`src/rtl/npc_pkg.sv`:
```
package npc_pkg;
  localparam int unsigned XLEN = 32;

  localparam logic [5:0] OPC_SPECIAL = 6'd0;
  localparam logic [5:0] OPC_BGEZ    = 6'd1;
  localparam logic [5:0] OPC_J       = 6'd2;
  localparam logic [5:0] OPC_JAL     = 6'd3;
  localparam logic [5:0] OPC_BEQ     = 6'd4;
  localparam logic [5:0] OPC_BNE     = 6'd5;
  localparam logic [5:0] OPC_ADDIU   = 6'd9;
  localparam logic [5:0] OPC_SLTI    = 6'd10;
  localparam logic [5:0] OPC_SLTIU   = 6'd11;
  localparam logic [5:0] OPC_ANDI    = 6'd12;
  localparam logic [5:0] OPC_ORI     = 6'd13;
  localparam logic [5:0] OPC_XORI    = 6'd14;
  localparam logic [5:0] OPC_LUI     = 6'd15;
  localparam logic [5:0] OPC_LW      = 6'd35;
  localparam logic [5:0] OPC_SW      = 6'd43;

  localparam logic [5:0] FN_SLL  = 6'd0;
  localparam logic [5:0] FN_SRL  = 6'd2;
  localparam logic [5:0] FN_SLLV = 6'd4;
  localparam logic [5:0] FN_SRLV = 6'd6;
  localparam logic [5:0] FN_JR   = 6'd8;
  localparam logic [5:0] FN_MFHI = 6'd16;
  localparam logic [5:0] FN_MFLO = 6'd18;
  localparam logic [5:0] FN_MULT = 6'd24;
  localparam logic [5:0] FN_MULU = 6'd25;
  localparam logic [5:0] FN_ADDU = 6'd33;
  localparam logic [5:0] FN_SUBU = 6'd35;
  localparam logic [5:0] FN_AND  = 6'd36;
  localparam logic [5:0] FN_OR   = 6'd37;
  localparam logic [5:0] FN_XOR  = 6'd38;
  localparam logic [5:0] FN_SLT  = 6'd42;
  localparam logic [5:0] FN_SLTU = 6'd43;

  typedef enum logic [2:0] {
    PATH_SEQ, PATH_JUMP, PATH_CALL, PATH_RJMP,
    PATH_BEQ, PATH_BNE, PATH_BGEZ, PATH_BAD
  } path_e;

  typedef struct packed {
    path_e       path;
    logic [25:0] tgt;
    logic [15:0] imm;
  } npc_ctrl_t;
endpackage

```
`src/rtl/npc_decode.sv`:
```
module npc_decode
  import npc_pkg::*;
#(
  parameter int unsigned IW = 32
) (
  input  logic [IW-1:0] instr_i,
  output npc_ctrl_t     ctrl_o
);
  logic [5:0] opc, fn;

  assign opc = instr_i[31:26];
  assign fn  = instr_i[5:0];

  always_comb begin
    ctrl_o.tgt = instr_i[25:0];
    ctrl_o.imm = instr_i[15:0];
    unique case (opc)
      OPC_SPECIAL: begin
        unique case (fn)
          FN_JR: ctrl_o.path = PATH_RJMP;
          FN_SLL, FN_SRL, FN_SLLV, FN_SRLV, FN_MFHI, FN_MFLO,
          FN_MULT, FN_MULU, FN_ADDU, FN_SUBU, FN_AND, FN_OR,
          FN_XOR, FN_SLT, FN_SLTU: ctrl_o.path = PATH_SEQ;
          default: ctrl_o.path = PATH_BAD;
        endcase
      end
      OPC_BGEZ: ctrl_o.path = PATH_BGEZ;
      OPC_J:    ctrl_o.path = PATH_JUMP;
      OPC_JAL:  ctrl_o.path = PATH_CALL;
      OPC_BEQ:  ctrl_o.path = PATH_BEQ;
      OPC_BNE:  ctrl_o.path = PATH_BNE;
      OPC_ADDIU, OPC_SLTI, OPC_SLTIU, OPC_ANDI, OPC_ORI,
      OPC_XORI, OPC_LUI, OPC_LW, OPC_SW: ctrl_o.path = PATH_SEQ;
      default: ctrl_o.path = PATH_BAD;
    endcase
  end
endmodule

```
`src/rtl/npc_target.sv`:
```
module npc_target
  import npc_pkg::*;
#(
  parameter int unsigned XW = 32
) (
  input  logic [XW-1:0] pc_i,
  input  npc_ctrl_t     ctrl_i,
  input  logic [XW-1:0] rs_val_i,
  input  logic [XW-1:0] rt_val_i,
  output logic [XW-1:0] next_pc_o,
  output logic [XW-1:0] link_val_o,
  output logic          is_call_o
);
  localparam int unsigned SEXT_W = XW - 18;
  localparam int unsigned ZEXT_W = XW - 28;

  logic [XW-1:0] seq_pc, br_pc, abs_pc;
  logic          eq;

  assign seq_pc = pc_i + XW'(4);
  // relative to the branch's own address, not the incremented PC
  assign br_pc  = pc_i + {{SEXT_W{ctrl_i.imm[15]}}, ctrl_i.imm, 2'b00};
  assign abs_pc = {{ZEXT_W{1'b0}}, ctrl_i.tgt, 2'b00};
  assign eq     = (rs_val_i == rt_val_i);

  always_comb begin
    unique case (ctrl_i.path)
      PATH_SEQ:  next_pc_o = seq_pc;
      PATH_JUMP,
      PATH_CALL: next_pc_o = abs_pc;
      PATH_RJMP: next_pc_o = rs_val_i;
      PATH_BEQ:  next_pc_o = eq ? br_pc : seq_pc;
      PATH_BNE:  next_pc_o = eq ? seq_pc : br_pc;
      PATH_BGEZ: next_pc_o = rs_val_i[XW-1] ? seq_pc : br_pc;
      default:   next_pc_o = '0;
    endcase
  end

  assign link_val_o = seq_pc;
  assign is_call_o  = (ctrl_i.path == PATH_CALL);
endmodule

```
`src/rtl/npc_state.sv`:
```
module npc_state #(
  parameter int unsigned       XW       = 32,
  parameter int unsigned       CNT_W    = 16,
  parameter logic [XW-1:0]     RESET_PC = 32'h0040_0000
) (
  input  logic             clk_i,
  input  logic             rst_ni,
  input  logic             step_i,
  input  logic [XW-1:0]    next_pc_i,
  output logic [XW-1:0]    pc_o,
  output logic             halt_o,
  output logic [CNT_W-1:0] count_o
);
  logic adv;

  assign adv = step_i & ~halt_o;

  always_ff @(posedge clk_i or negedge rst_ni) begin
    if (!rst_ni) begin
      pc_o    <= RESET_PC;
      halt_o  <= 1'b0;
      count_o <= '0;
    end else if (adv) begin
      pc_o    <= next_pc_i;
      count_o <= count_o + CNT_W'(1);
      if (next_pc_i == '0) halt_o <= 1'b1;
    end
  end
endmodule

```
`src/rtl/npc_unit.sv`:
```
module npc_unit
  import npc_pkg::*;
#(
  parameter int unsigned     XW         = XLEN,
  parameter int unsigned     IMEM_DEPTH = 64,
  parameter int unsigned     CNT_W      = 16,
  parameter logic [XW-1:0]   RESET_PC   = 32'h0040_0000,
  localparam int unsigned    IDX_W      = $clog2(IMEM_DEPTH)
) (
  input  logic             clk_i,
  input  logic             rst_ni,
  input  logic             step_i,
  input  logic [31:0]      instr_i,
  input  logic [XW-1:0]    rs_val_i,
  input  logic [XW-1:0]    rt_val_i,
  output logic [XW-1:0]    pc_o,
  output logic [IDX_W-1:0] imem_idx_o,
  output logic [XW-1:0]    next_pc_o,
  output logic             link_we_o,
  output logic [XW-1:0]    link_val_o,
  output logic             halt_o,
  output logic [CNT_W-1:0] retired_o
);
  npc_ctrl_t ctrl;
  logic      is_call;

  npc_decode #(.IW(32)) u_dec (
    .instr_i (instr_i),
    .ctrl_o  (ctrl)
  );

  npc_target #(.XW(XW)) u_tgt (
    .pc_i       (pc_o),
    .ctrl_i     (ctrl),
    .rs_val_i   (rs_val_i),
    .rt_val_i   (rt_val_i),
    .next_pc_o  (next_pc_o),
    .link_val_o (link_val_o),
    .is_call_o  (is_call)
  );

  npc_state #(.XW(XW), .CNT_W(CNT_W), .RESET_PC(RESET_PC)) u_st (
    .clk_i     (clk_i),
    .rst_ni    (rst_ni),
    .step_i    (step_i),
    .next_pc_i (next_pc_o),
    .pc_o      (pc_o),
    .halt_o    (halt_o),
    .count_o   (retired_o)
  );

  assign link_we_o  = step_i & ~halt_o & is_call;
  // word-indexed store: byte offset bits dropped
  assign imem_idx_o = pc_o[IDX_W+1:2];
endmodule

```
`config.mk`:
```
export PLATFORM = sky130hd
export DESIGN_NAME = npc_unit
export DESIGN_NICKNAME = d
export VERILOG_FILES = /design/src/rtl/npc_pkg.sv /design/src/rtl/npc_decode.sv /design/src/rtl/npc_target.sv /design/src/rtl/npc_state.sv /design/src/rtl/npc_unit.sv
export SDC_FILE = /design/constraint.sdc
export NUM_CORES = 1
export LEC_CHECK = 0
export ABC_AREA = 1
export ABC_CLOCK_PERIOD_IN_PS = 7950
export BUFFER_PORTS_ARGS = -buffer_cell sky130_fd_sc_hd__buf_2
export CAP_MARGIN = 40
export CELL_PAD_IN_SITES_DETAIL_PLACEMENT = 1
export CELL_PAD_IN_SITES_GLOBAL_PLACEMENT = 1
export CORE_MARGIN = 2
export CORE_UTILIZATION = 38
export DETAILED_ROUTE_END_ITERATION = 16
export PLACE_DENSITY_LB_ADDON = 0.1
export SETUP_SLACK_MARGIN = 0.2
export SLEW_MARGIN = 20
export SYNTH_ARGS = -nofsm -noshare
export SYNTH_HDL_FRONTEND = slang
export SYNTH_SLANG_ARGS = --single-unit
```
`constraint.sdc`:
```
create_clock -name clk_i -period 7.95 [get_ports clk_i]
set_input_delay 1.9875 -clock clk_i [delete_from_list [all_inputs] [get_ports clk_i]]
set_output_delay 1.9875 -clock clk_i [all_outputs]
set_load 0.05 [all_outputs]
```
==> summary.md <==
| Metric | Value |
|---|---|
| IO Pins | 219 |
| Largest stage delay on the critical path | 340 ps |
| Worst-skew pair later-pin latency | 310 ps |
| Hold Slack | 467 ps |
| Largest net degree at the start of global routing | 50 |
| Ant diodes | 0 |
| # rows | 51 |
| Count of final hold-check violations | 0 |
| Share of cells above drive strength 1 | 18.0% |
| Seq pwr share | 28.5% |
| # hold bufs at CTS | 0 |
| IO buf count | 218 |
| Critical path launch point type | input pin |
| Final setup violation count | 0 |
| Die ar. | 20,600 µm² |
| Status | finished clean |
| Unrepaired setup endpoints after global routing | false |
| Final nets | 1,676 |
| Routed length per instance | 18.8 µm |
| Max Clock Freq | 0.153 GHz |
| Gate power share | 44.2% |
| Placed cell count | 1,803 |
| Final worst slack | 1410 ps |
| CTS max path bufs | 2 |
| Hold EP | u_st.count_o[15] |
| Vias/cell | 5.25 |
| Register bit total from synthesis | 49 |
| Setup Skew | 14.0 ps |
| Worst-path fanout max | 14 |
| First-pass GRT wire length | 51.9 mm |
| Overall Global Routing Usage | 33.1% |
| Most frequent CP cell | nand2_1 |
| Finished Layout Cells | 1,811 |
| Post-route ant nets | 0 |
| Setup TNS | 0 ps |
| Pre-CTS WS | 1500 ps |
| CTS resizes | 0 |
| CTS tree | built |
| Main flop type after synthesis | dfrtp_1 |
| Register-to-register setup slack | 4490 ps |
| Max_cap viols | 0 |
| Clock share of power | 27.3% |
| Vias in the first global route | 9,162 |
| Initial DRC count | 525 |
| Area growth, synth to finish | 20.1% |
| Worst R2R End | u_st.halt_o |
| Crit path time final | 6540 ps |
| Clock Tree Root | clkbuf_16 |
| Vias | 9,507 |
| RD Place Congestion | 0.999 |
| Routed wire length | 34.0 mm |
| Leakage power total | 5.25 nW |
| Fillers | 2,910 |
| CP Capture Type | output pin |
| DR pass1 iterations | 5 |
| Max transition margin | 46.1% |
| Required time worst endpoint | 5960 ps |
| # DRC | 0 |
| Async set-reset flop share out of synthesis | 100% |
| RR Startpoint | u_st.pc_o[2] |
| Hold Path Depth | 1 |
| Post-Syn Nets | 1,469 |
| Register area share after synthesis | 16.6% |
| Arr. time, crit path | 4560 ps |
| Total grt overflow | 0 |
| Slew Limit Fails | 0 |
| Worst-path clk slew | 70 ps |
| Yosys cell types | 41 |
| HP Class | reg2reg |
| Syn Area/Cell | 5.54 µm² |
| CP cell instances | buf_2 -> xnor2_1 -> nand4_1 -> nor2_1 -> nand2_1 -> nor2_1 -> nand2_1 -> nand3_1 -> buf_6 -> nand2_1 -> nand3_1 -> buf_2 |
| Core footprint | 19,300 µm² |
| Pwr/cell area | 98.1 nW/µm² |
| Slowest CP cell | nand3_1 |
| YS warnings | 0 |
| Clock Sinks | 49 |
| Crit path from | rt_val_i[4] |
| Switch Pwr | 0.000397 W |
| Reg2Reg Depth | 18 |
| Largest cells by area after synthesis | nand2_1, dfrtp_1, inv_1, nand3_1, nor2_1 |
| Critical path class | in2out |
| Switching Share | 45.5% |
| Hold Startpoint | u_st.count_o[15] |
| Mapped cell area | 7410 µm² |
| Power Internal | 0.000476 W |
| Top cell type's share of synthesized area | 25.5% |
| Clock H-tree levels | 2 |
| TritonCTS Buffers | 5 |
| Starting Density | 38.3% |
| Post-CTS Setup Inserts | 0 |
| Cell taking the most area after synthesis | nand2_1 |
| DPL Wire Length | 29.0 mm |
| Worst-margin pin slew | 808 ps |
| Maximum vdd drop | 0.0000918 V |
| Tot Pwr | 0.000874 W |
| Mapped Cells | 1,338 |
| Die height | 144 µm |
| Initial antenna violation count | 0 |
| EDFF count, synth | 0 |
| Die X | 144 µm |
| Period utilisation layout | 82.3% |
## synth_stat cells, types with 6 or more instances
master and count:
o21ai_0 43, nor2_2 6, clkbuf_1 8, nand2_2 7, xnor2_1 29, ha_1 31, a21oi_1 34, inv_1 204
xor2_1 38, nor3_1 14, dfrtp_1 48, nand2_1 504, nand3b_1 7, nand4_1 21, nand3_2 9, buf_4 8
nor2_1 135, nand3_1 127, o211ai_1 7, a22oi_1 8
## kinds of logic after synthesis
| kind of cell | synth area share (%) |
|---|---|
| AO/OA/AOI/OAI | 8.15 |
| AND/OR/NAND/NOR | 49.0 |
| flip-flops | 16.6 |
| adder cells (fa/ha/maj) | 5.50 |
| XOR/XNOR | 7.91 |
| buffers and inverters | 12.8 |
## sequential cells by signal (all words and copies together) (netlist names)
signal and count:
u_st.pc_o 32, u_st.count_o 16, u_st.halt_o 1
## cell type report
| cell class | count | area (µm²) | share of cell area (%) |
|---|---|---|---|
| Clock buffer | 5 | 125 | 1.40 |
| Clock inverter | 3 | 28.8 | 0.323 |
| Inverter | 208 | 781 | 8.77 |
| Multi-Input combinational cell | 1053 | 5240 | 58.8 |
| Sequential cell | 49 | 1230 | 13.8 |
| Tap cell | 265 | 332 | 3.72 |
| Timing Repair Buffer | 228 | 1180 | 13.2 |
## worst max-delay path, delay by kind of cell
| family | cells | cell delay, ps |
|---|---|---|
| XOR/XNOR | 1 | 300 |
| buffers and inverters | 3 | 660 |
| AND/OR/NAND/NOR | 8 | 1590 |
## layer usage
layer / global-route usage [%] / routed length, µm / vias to the layer above
met5: 0 / 0 / -
met4: 8.41 / 797 / 0
met2: 52.6 / 15100 / 316
met3: 3.77 / 2000 / 36
li1: - / - / 4591
met1: 47.6 / 16100 / 4564
## power by group through the flow
stage	combinational (W)	sequential [W]	clock (W)
6_report	0.000386	0.000249	0.000239
5_1_grt	0.000420	0.000249	0.000251
4_1_cts	0.000382	0.000249	0.000242
3_5_place_dp	0.000380	0.000254	0
3_3_place_gp	0.000376	0.000254	0
2_1_floorplan	0.000243	0.000254	0
## worst max-delay path by stage
stage / to / slack (ps) / cells past startpoint
3_3_place_gp: next_pc_o[27] / 1250 / 11
6_report: next_pc_o[13] / 1410 / 12
3_5_place_dp: next_pc_o[30] / 1500 / 13
5_1_grt: next_pc_o[25] / 1240 / 15
4_1_cts: next_pc_o[30] / 1500 / 13
2_1_floorplan: next_pc_o[10] / 2220 / 15
## cells in the final DEF, fill, tap and decap left out, drive strengths merged
| cell | Yosys | routed |
|---|---|---|
| inv | 206 | 209 |
| a21oi | 35 | 35 |
| xnor2 | 29 | 29 |
| nor4 | 3 | 3 |
| ha | 31 | 31 |
| o21a | 3 | 3 |
| fa | 1 | 1 |
| clkinv | 2 | 2 |
| buf | 20 | 228 |
| nor3 | 16 | 16 |
| nand3b | 9 | 9 |
| o21bai | 2 | 2 |
| nand4 | 21 | 21 |
| nand3 | 137 | 137 |
| o22ai | 1 | 1 |
| o21ai | 43 | 43 |
| clkbuf | 8 | 5 |
| o211ai | 8 | 8 |
| nand2 | 513 | 513 |
| dfrtp | 48 | 48 |
| xor2 | 38 | 38 |
| or2 | 3 | 3 |
| nor2 | 146 | 146 |
| a22oi | 8 | 8 |
| a21o | 3 | 3 |
| a31oi | 3 | 3 |
| dfstp | 1 | 1 |
## metrics by stage
stage | instance area (µm²) | utilization (%)
2_1_floorplan | 7410 | -
3_3_place_gp | 8730 | 45.1
3_5_place_dp | 8750 | 45.3
4_1_cts | 8910 | 46.1
5_1_grt | 8910 | 46.1
6_report | 8910 | 46.1
No activity file was read; power rests on OpenSTA's default activity.
